$ cat src/rtl/tmr_pkg.sv
package tmr_pkg;

    localparam int TMR_CNT_W   = 8;
    localparam int TMR_RATE_W  = 3;
    localparam int TMR_HOLDOFF = 2;

    // Four oscillator periods per instruction cycle
    typedef enum logic [1:0] {
        PH_Q1 = 2'd0,
        PH_Q2 = 2'd1,
        PH_Q3 = 2'd2,
        PH_Q4 = 2'd3
    } phase_e;

    // Mode controls gathered for the datapath
    typedef struct packed {
        logic ext_src;
        logic fall_edge;
        logic pre_on;
    } tmr_mode_t;

    function automatic phase_e next_phase(phase_e p);
        logic [1:0] v;
        v = p;
        v = v + 2'd1;
        return phase_e'(v);
    endfunction

    function automatic logic is_sample_phase(phase_e p);
        return (p == PH_Q2) || (p == PH_Q4);
    endfunction

endpackage

$ cat src/rtl/tmr_phase_gen.sv
module tmr_phase_gen
    import tmr_pkg::*;
(
    input  logic   clk,
    input  logic   rst,
    output phase_e phase
);

    always_ff @(posedge clk) begin
        if (rst) begin
            phase <= PH_Q1;
        end else begin
            phase <= next_phase(phase);
        end
    end

endmodule

$ cat src/rtl/tmr_prescaler.sv
module tmr_prescaler #(
    parameter int RATE_W = 3
) (
    input  logic              clk,
    input  logic              rst,
    input  logic              clr,
    input  logic              step,
    input  logic [RATE_W-1:0] rate,
    output logic              out_bit,
    output logic              carry
);

    localparam int PRE_W = 1 << RATE_W;

    logic [PRE_W-1:0] cnt;
    logic [PRE_W-1:0] mask;

    // Bits rate..0 take part in the division
    always_comb begin
        for (int i = 0; i < PRE_W; i++) begin
            mask[i] = (i <= int'(rate));
        end
    end

    assign out_bit = cnt[rate];
    assign carry   = step && ((cnt & mask) == mask);

    always_ff @(posedge clk) begin
        if (rst || clr) begin
            cnt <= '0;
        end else if (step) begin
            cnt <= cnt + PRE_W'(1);
        end
    end


    pre_clr_chk: assert property (@(posedge clk) disable iff (rst)
        clr |=> (cnt == '0));

endmodule

$ cat src/rtl/tmr_edge_sampler.sv
module tmr_edge_sampler
    import tmr_pkg::*;
(
    input  logic   clk,
    input  logic   rst,
    input  logic   flush,
    input  phase_e phase,
    input  logic   src,
    output logic   inc_req
);

    logic smp;
    logic pend;
    logic rise;

    assign rise    = is_sample_phase(phase) && src && !smp;
    assign inc_req = (phase == PH_Q4) && pend;

    always_ff @(posedge clk) begin
        if (rst) begin
            smp  <= 1'b0;
            pend <= 1'b0;
        end else begin
            if (is_sample_phase(phase)) begin
                smp <= src;
            end
            if (flush) begin
                pend <= 1'b0;
            end else if (phase == PH_Q4) begin
                pend <= rise;
            end else if (phase == PH_Q2) begin
                pend <= pend | rise;
            end
        end
    end


    sample_only_chk: assert property (@(posedge clk) disable iff (rst)
        !is_sample_phase(phase) |=> $stable(smp));

endmodule

$ cat src/rtl/tmr_phase_counter.sv
module tmr_phase_counter
    import tmr_pkg::*;
#(
    parameter int CNT_W   = TMR_CNT_W,
    parameter int RATE_W  = TMR_RATE_W,
    parameter int HOLDOFF = TMR_HOLDOFF
) (
    input  logic              clk,
    input  logic              rst,
    input  logic              ext_pin,
    input  logic              src_ext,
    input  logic              fall_edge,
    input  logic              pre_on,
    input  logic [RATE_W-1:0] pre_rate,
    input  logic              wr_en,
    input  logic [CNT_W-1:0]  wr_data,
    output logic [CNT_W-1:0]  count,
    output logic              ovf,
    output logic              pin_force_in
);

    localparam int HOLD_W = $clog2(HOLDOFF + 1);

    tmr_mode_t         mode;
    phase_e            phase;
    logic              pin_lvl;
    logic              pin_q;
    logic              pin_rise;
    logic [HOLD_W-1:0] hold;
    logic              held;
    logic              q4;
    logic              tick_int;
    logic              pre_step;
    logic              pre_out;
    logic              pre_carry;
    logic              samp_src;
    logic              samp_inc;
    logic              inc_ext;
    logic              inc_int;
    logic              inc;

    assign mode = '{ext_src: src_ext, fall_edge: fall_edge, pre_on: pre_on};

    tmr_phase_gen u_phase (
        .clk   (clk),
        .rst   (rst),
        .phase (phase)
    );

    // Polarity choice happens before any other stage
    assign pin_lvl  = ext_pin ^ mode.fall_edge;
    assign pin_rise = pin_lvl && !pin_q;

    always_ff @(posedge clk) begin
        if (rst) begin
            pin_q <= 1'b0;
        end else begin
            pin_q <= pin_lvl;
        end
    end

    assign held     = (hold != '0);
    assign q4       = (phase == PH_Q4);
    assign tick_int = q4 && !held;
    assign pre_step = mode.ext_src ? pin_rise : tick_int;

    tmr_prescaler #(.RATE_W(RATE_W)) u_pre (
        .clk     (clk),
        .rst     (rst),
        .clr     (wr_en),
        .step    (pre_step),
        .rate    (pre_rate),
        .out_bit (pre_out),
        .carry   (pre_carry)
    );

    assign samp_src = mode.pre_on ? pre_out : pin_lvl;

    tmr_edge_sampler u_samp (
        .clk     (clk),
        .rst     (rst),
        .flush   (wr_en),
        .phase   (phase),
        .src     (samp_src),
        .inc_req (samp_inc)
    );

    assign inc_ext = samp_inc && !held;
    assign inc_int = tick_int && (!mode.pre_on || pre_carry);
    assign inc     = !wr_en && (mode.ext_src ? inc_ext : inc_int);

    always_ff @(posedge clk) begin
        if (rst) begin
            count <= '0;
            ovf   <= 1'b0;
            hold  <= '0;
        end else begin
            ovf <= inc && (count == '1);
            if (wr_en) begin
                count <= wr_data;
                hold  <= HOLD_W'(HOLDOFF);
            end else begin
                if (inc) begin
                    count <= count + CNT_W'(1);
                end
                if (q4 && held) begin
                    hold <= hold - HOLD_W'(1);
                end
            end
        end
    end

    assign pin_force_in = mode.ext_src;


    ovf_wrap_chk: assert property (@(posedge clk) disable iff (rst)
        ovf |-> (count == '0));


    ovf_single_chk: assert property (@(posedge clk) disable iff (rst)
        ovf |=> !ovf);


    wr_load_chk: assert property (@(posedge clk) disable iff (rst)
        wr_en |=> (count == $past(wr_data)));


    q4_only_chk: assert property (@(posedge clk) disable iff (rst)
        (!$past(wr_en) && (count != $past(count))) |-> ($past(phase) == PH_Q4));

endmodule

$ cat config.mk
export PLATFORM = sky130hd
export DESIGN_NAME = tmr_phase_counter
export DESIGN_NICKNAME = d
export VERILOG_FILES = /design/src/rtl/tmr_pkg.sv /design/src/rtl/tmr_phase_gen.sv /design/src/rtl/tmr_prescaler.sv /design/src/rtl/tmr_edge_sampler.sv /design/src/rtl/tmr_phase_counter.sv
export SDC_FILE = /design/constraint.sdc
export NUM_CORES = 1
export LEC_CHECK = 0
export BUFFER_PORTS_ARGS = -buffer_cell sky130_fd_sc_hd__buf_2
export CORE_MARGIN = 2
export CORE_UTILIZATION = 57
export DETAILED_ROUTE_END_ITERATION = 8
export PLACE_DENSITY = 0.89
export SETUP_SLACK_MARGIN = 0.05
export SKIP_LAST_GASP = 1
export SLEW_MARGIN = 20
export SYNTH_ARGS = -nofsm -noshare
export SYNTH_HDL_FRONTEND = slang
export SYNTH_HIERARCHICAL = 1
export SYNTH_SLANG_ARGS = --single-unit
$ cat constraint.sdc
create_clock -name clk -period 5.2 [get_ports clk]
set_input_delay 0.26 -clock clk [delete_from_list [all_inputs] [get_ports clk]]
set_output_delay 0.26 -clock clk [all_outputs]
set_load 0.005 [all_outputs]
Word-level counts from Yosys, hierarchy flattened
Cells that the tools add are included.
W data, S select, Z words.
- register bits after elaboration: 24
- output and inout bits: 10
- word-level logic and storage cells: 63
- add/sub/neg operators: 4
- order comparisons: 8
- equal/unequal tests: 4
- multiplexer cells: 11
- bitwise operators: 3
- reduce and logical (&&, ||, !) cells: 24
- operator list (kind ; count):
    $add A8 B1 Y8 const B ; 2
    $mux W8 ; 2
    $le A3 B3 Y1 const A ; 4
    $logic_and A1 B1 Y1 ; 11
    $and A8 B8 Y8 ; 1
    $eq A8 B8 Y1 ; 1
    $eq A8 B8 Y1 const B ; 1
    $reduce_bool A2 Y1 ; 4
    $le A2 B3 Y1 const A ; 2
    $mux W1 ; 6
    $logic_not A1 Y1 ; 5
    $lt A3 B4 Y1 const B ; 1
    $mux W2 ; 2
    $bmux W1 S3 ; 1
    $le A1 B3 Y1 const A ; 1
    $logic_or A1 B1 Y1 ; 3
    $add A2 B1 Y2 const B ; 1
    $eq A2 B1 Y1 const B ; 1
    $eq A2 B2 Y1 const B ; 1
    $reduce_or A2 Y1 ; 1
    $sub A2 B1 Y2 const B ; 1
    $or A1 B1 Y1 ; 1
    $xor A1 B1 Y1 ; 1

Logic depth before layout (Yosys ltp)
- depth in word-level cells: 11
- depth in mapped cells: 12
- mapped depth without buffers: 10

Modules after synthesis
The synthesis kept the hierarchy.
- modules (own cells, without submodules) (module ; instances ; cells each ; area each (um^2) ; seq. area each (um^2)):
    tmr_phase_counter ; 1 ; 83 ; 683.2 ; 240.2
    tmr_prescaler ; 1 ; 52 ; 465.4 ; 160.2
    tmr_edge_sampler ; 1 ; 8 ; 91.3 ; 40.0
    tmr_phase_gen ; 1 ; 5 ; 56.3 ; 40.0

Worst setup path after synthesis
OpenSTA, ideal clock, no wires.
- kind: reg2reg
- start: reg hold[0]
- end: reg count[4]
- setup time: 0.091 ns
- arrival time: 2.276 ns
- data required time: 5.109 ns
- setup slack: 2.833 ns
- cell stages (with the launch flop): 13
- clock period less this slack: 2.367 ns
- path through: dfxtp_1 -> inv_1 -> ha_1 -> nand3_2 -> o21ai_0 -> buf_2 -> o2111ai_1 -> a311oi_1 -> nor2b_1 -> o31a_1 -> buf_2 -> or3_1 -> a311oi_1
- longest elaborated chain between the ends: 10
- elaborated cells between the ends (all ways): 11
- classes of those cells: mux (2); reduce/logical (9)
- RTL lines (what ; RTL line ; source):
    from (decl) ; tmr_phase_counter.sv:29 ; logic [HOLD_W-1:0] hold;
    from (signal assigned) ; tmr_phase_counter.sv:101 ; hold <= HOLD_W'(HOLDOFF);
    from (signal assigned) ; tmr_phase_counter.sv:107 ; hold <= hold - HOLD_W'(1);
    $reduce_bool A2 Y1 ; tmr_phase_counter.sv:62 ; assign held = (hold != '0);
    $logic_not A1 Y1 ; tmr_phase_counter.sv:64 ; assign tick_int = q4 && !held;
    $logic_and A1 B1 Y1 ; tmr_phase_counter.sv:64 ;
    $mux W1 ; tmr_phase_counter.sv:65 ; assign pre_step = mode.ext_src ? pin_rise : tick_int;
    net pre_step ; tmr_phase_counter.sv:33 ; logic pre_step;
    $logic_and A1 B1 Y1 ; tmr_prescaler.sv:26 ; assign carry = step && ((cnt & mask) == mask);
    net pre_carry ; tmr_phase_counter.sv:35 ; logic pre_carry;
    $logic_or A1 B1 Y1 ; tmr_phase_counter.sv:89 ; assign inc_int = tick_int && (!mode.pre_on || pre_carry);
    $logic_and A1 B1 Y1 ; tmr_phase_counter.sv:89 ;
    $mux W1 ; tmr_phase_counter.sv:90 ; assign inc = !wr_en && (mode.ext_src ? inc_ext : inc_int);
    $logic_and A1 B1 Y1 ; tmr_phase_counter.sv:90 ;
    $reduce_bool A2 Y1 (no source line) ; -- ;
    to (signal assigned) ; tmr_phase_counter.sv:100 ; count <= wr_data;
    to (signal assigned) ; tmr_phase_counter.sv:104 ; count <= count + CNT_W'(1);
    to (decl) ; tmr_phase_counter.sv:17 ; output logic [CNT_W-1:0] count,
The timed path passes the listed nets, and every way through them passes these cells.
A chain may end at the register's enable or synchronous reset.

Worst setup path after layout
- start: reg hold[0]
- end: reg count[6]
The elaborated chain is that of the path after synthesis.

==> implementation parameters <==
Parameter                              Value

Critical path
  Capturing element type of the critical path ... flop
  Worst stage delay on the critical path ... 680 ps
  Cell Chain, Critical Path ... inv_1 -> ha_1 -> nand3_2 -> o21ai_0 -> o2111ai_1 -> a311oi_1 -> nor2b_1 -> o31a_1 -> or3_1 -> a311oi_1
  Cell mode on critical path ... sky130_fd_sc_hd__a311oi_1
  Largest delay contributor family on the critical path ... compound AO/OA/AOI/OAI gates
  Slowest stage cell, crit path ... sky130_fd_sc_hd__o21ai_0
  Worst r2r dst ... count[6]
  Launch instance of the worst register-to-register path ... hold[0]
  Class of the most critical setup path ... reg2reg
  Reg2Reg Setup Slack ... 2110 ps
  Buf/Inv on CP ... 1
  Maximum fanout along the worst path ... 9
  WP data required ... 5420 ps
  Worst Setup Start Kind ... flop
  Arrival time reported for the critical path endpoint ... 3300 ps
  R2R cell count ... 10

Cells and area
  Leading cell type in the layout, fill and taps excluded ... sky130_fd_sc_hd__buf_2
  Number of inserted filler cells in the final layout ... 183
  Most frequent cells in the layout ... 27 x sky130_fd_sc_hd__buf_2, 24 x sky130_fd_sc_hd__dfxtp_1, 22 x sky130_fd_sc_hd__nor2_1
  Utilization after layout ... 0.673
  Combined area of the multi-input logic cells ... 761 µm²
  Final-stage net count ... 195
  Sequential cell area ... 480 µm²
  Share of layout cells above drive strength 1 ... 0.225
  Number of diodes ... 0
  P&R area growth vs syn ... 13.7%

Global route
  Number of global-route vias before repair ... 1104
  GRT Util Overall ... 0.220
  Number of antenna violations at the first check in global routing ... 0
  First-pass GRT wire length ... 4.46 mm
  Global-route congestion overflow total ... 0
  Largest net degree at the start of global routing ... 18

Timing
  Final setup violating endpoints ... 0
  Time the worst path needs with I/O delays and setup ... 3090 ps
  Transition time of the tightest slew-check pin ... 836 ps
  Hold Violations, Final ... 0
  Max-slew headroom ... 0.437
  Post-route setup TNS ... 0 ps
  Peak clock frequency supported by timing ... 324 MHz
  Max Transition Viols Final ... 0
  Final period utilization ... 0.593
  Clock skew ... 5.90 ps
  Unrepaired setup endpoints after global routing ... no
  PnR worst setup slack ... 2110 ps
  Worst hold slack ... 215 ps

Routing
  Pre-Repair DR Iteration Count ... 4
  Via-per-instance ratio ... 5.98
  Violation count after the first detailed-route iteration ... 34
  Total number of vias ... 1201
  Post-detailed-route DRC marker count ... 0
  Routed wire per std cell ... 13.6 µm
  Antenna Nets Post-Route ... 0
  WL final ... 2.73 mm

Yosys
  Portion of the post-synthesis area used by sequential elements ... 0.371
  Distinct cell type count of the synthesized netlist ... 43
  Async set-or-reset flop fraction in the synthesized netlist ... 0
  Register bit count reported by yosys ... 24
  YS warnings ... 6
  Number of synthesized flops with an enable pin ... 0
  Syn Inst Count ... 148
  Post-synthesis area per instance ... 8.76 µm²
  Number of nets in the synthesized netlist ... 169
  Leading register cell type out of synthesis ... sky130_fd_sc_hd__dfxtp_1
  Post-Synthesis Cell Area ... 0.00130 mm²

Outcome
  Result of the run ... finished, final reports clean

Power and ir drop
  NetSw ... 0.0859 mW
  Worst voltage drop across the vdd grid ... 137 µV
  Combinational cell fraction of total power ... 0.133
  Switching Fraction ... 0.251
  LEAKAGE ... 0.576 nW
  Relative contribution of the clock network to total power ... 0.279
  Portion of total power attributed to sequential cells ... 0.587
  Total power per unit cell area ... 232 mW/mm²
  P_int ... 0.256 mW

Placement
  Routability congestion estimate from global placement ... 0.828
  Final HPWL from detailed placement ... 2.04 mm
  Quantity of I/O buffers inserted on ports ... 27
  Placement Setup Slack ... 2160 ps

Die
  # rows ... 17
  Die area ... 0.00267 mm²
  Number of I/O pins ... 28
  Floorplan die width ... 51.7 µm
  Starting density of the core ... 0.592
  Placeable core region ... 0.00219 mm²
  Die span in y ... 51.7 µm

Worst hold path
  Type of the most critical hold path ... in2reg
  Terminating pin of the worst hold path ... count[3]
  Worst hold start ... wr_data[3]
  Worst hold path cell count ... 3

Clocking
  Number of sinks handled by clock tree synthesis ... 24
  Clock root buffer ... sky130_fd_sc_hd__clkbuf_4
  PostCTS Resize Cnt ... 0
  Clock network latency to the later pin of the worst-skew pair ... 300 ps
  Number of levels in the clock H-tree ... 1
  Number of post-CTS setup repair buffers ... 0
  Clock tree from TritonCTS ... done
  Clock Path Buffers ... 2
  Clock-pin slew of the registers on the worst-case setup and hold paths ... 130 ps
  Total CTS buffers ... 3
  Hold buffer count at CTS ... 0

Job
  Max-cap violations ... 0
-- registers in the layout, indices dropped and copies added, names as in the netlist --
| name | count |
|---|---|
| u_phase/phase | 2 |
| hold | 2 |
| u_pre/cnt | 8 |
| ovf | 1 |
| u_samp/smp | 1 |
| pin_q | 1 |
| count | 8 |
| u_samp/pend | 1 |
-- power groups by stage --
stage | Clock (mW) | Sequential (mW) | Combinational [mW]
floorplan | 0 | 0.203 | 0.0274
global placement | 0 | 0.204 | 0.0433
detailed placement | 0 | 0.205 | 0.0452
CTS | 0.0994 | 0.201 | 0.0456
global route | 0.104 | 0.202 | 0.0504
finish | 0.0955 | 0.201 | 0.0457
-- worst reg2reg max path, stage by stage, from the launching register on --
cell	delay (ps)
sky130_fd_sc_hd__dfxtp_1	320
sky130_fd_sc_hd__inv_1	80
sky130_fd_sc_hd__ha_1	200
sky130_fd_sc_hd__nand3_2	110
sky130_fd_sc_hd__o21ai_0	680
sky130_fd_sc_hd__o2111ai_1	220
sky130_fd_sc_hd__a311oi_1	260
sky130_fd_sc_hd__nor2b_1	100
sky130_fd_sc_hd__o31a_1	370
sky130_fd_sc_hd__or3_1	400
sky130_fd_sc_hd__a311oi_1	260
-- cells by family (layout without fill, tap and decap cells) --
group,count (synthesis),after routing,share of synthesized area
flops,24,24,0.371
mux,6,6,0.0685
xor+xnor,8,8,0.0541
compound gates,29,29,0.170
buf+inv,13,38,0.0425
fa+ha+maj,3,3,0.0290
simple gates,65,65,0.265
-- through the flow --
step | power [mW] | instance area, µm² | std cells
finish | 0.342 | 1470 | 201
global route | 0.357 | 1470 | 201
CTS | 0.346 | 1470 | 201
detailed placement | 0.250 | 1440 | 197
global placement | 0.247 | 1440 | 197
floorplan | 0.231 | 1300 | 148
-- synth_stat cells, types with 2 or more instances --
library cell                instances  area share
sky130_fd_sc_hd__nor2b_1            2      0.0097
sky130_fd_sc_hd__a211oi_1           2       0.012
sky130_fd_sc_hd__nand3b_1           2       0.012
sky130_fd_sc_hd__and4_1             2       0.014
sky130_fd_sc_hd__mux2i_1            4       0.031
sky130_fd_sc_hd__buf_2              2      0.0077
sky130_fd_sc_hd__inv_1              6       0.017
sky130_fd_sc_hd__a2111oi_0          3       0.020
sky130_fd_sc_hd__nand2_1           11       0.032
sky130_fd_sc_hd__ha_1               3       0.029
sky130_fd_sc_hd__or3_1              5       0.024
sky130_fd_sc_hd__nand4_1            3       0.014
sky130_fd_sc_hd__nor4b_1            3       0.020
sky130_fd_sc_hd__nor2_1            22       0.064
sky130_fd_sc_hd__xor2_1             3       0.020
sky130_fd_sc_hd__a311oi_1           4       0.027
sky130_fd_sc_hd__a21oi_1            3       0.012
sky130_fd_sc_hd__dfxtp_1           24        0.37
sky130_fd_sc_hd__and2_1             2      0.0097
sky130_fd_sc_hd__clkbuf_1           3      0.0087
sky130_fd_sc_hd__nand3_1            5       0.019
sky130_fd_sc_hd__o21ai_0            8       0.031
sky130_fd_sc_hd__xnor2_1            5       0.034
sky130_fd_sc_hd__o2bb2ai_1          2       0.014
-- how the worst max path moves through the flow --
stage          startpoint        to  slack [ps]  cells past startpoint
2_1_floorplan     hold[0]  count[4]        2830                     12
3_3_place_gp      hold[0]  count[6]        2360                     10
3_5_place_dp      hold[0]  count[3]        2160                     10
4_1_cts           hold[0]  count[6]        2110                     10
5_1_grt           hold[0]  count[3]        1740                     10
6_report          hold[0]  count[6]        2110                     10
-- layout make-up --
type,count,area share
repair buffers,27,0.0917
well taps,28,0.0238
clock buffers,4,0.0246
inverters,7,0.0178
flip-flops and latches,24,0.326
multi-input cells,111,0.516
-- routing by layer --
layer | track usage | part of all wire
met5 | 0 | 0
met4 | 0.0746 | 0.012
met3 | 0.0345 | 0.064
met2 | 0.393 | 0.49
met1 | 0.267 | 0.43
No activity file was read; power rests on OpenSTA's default activity.
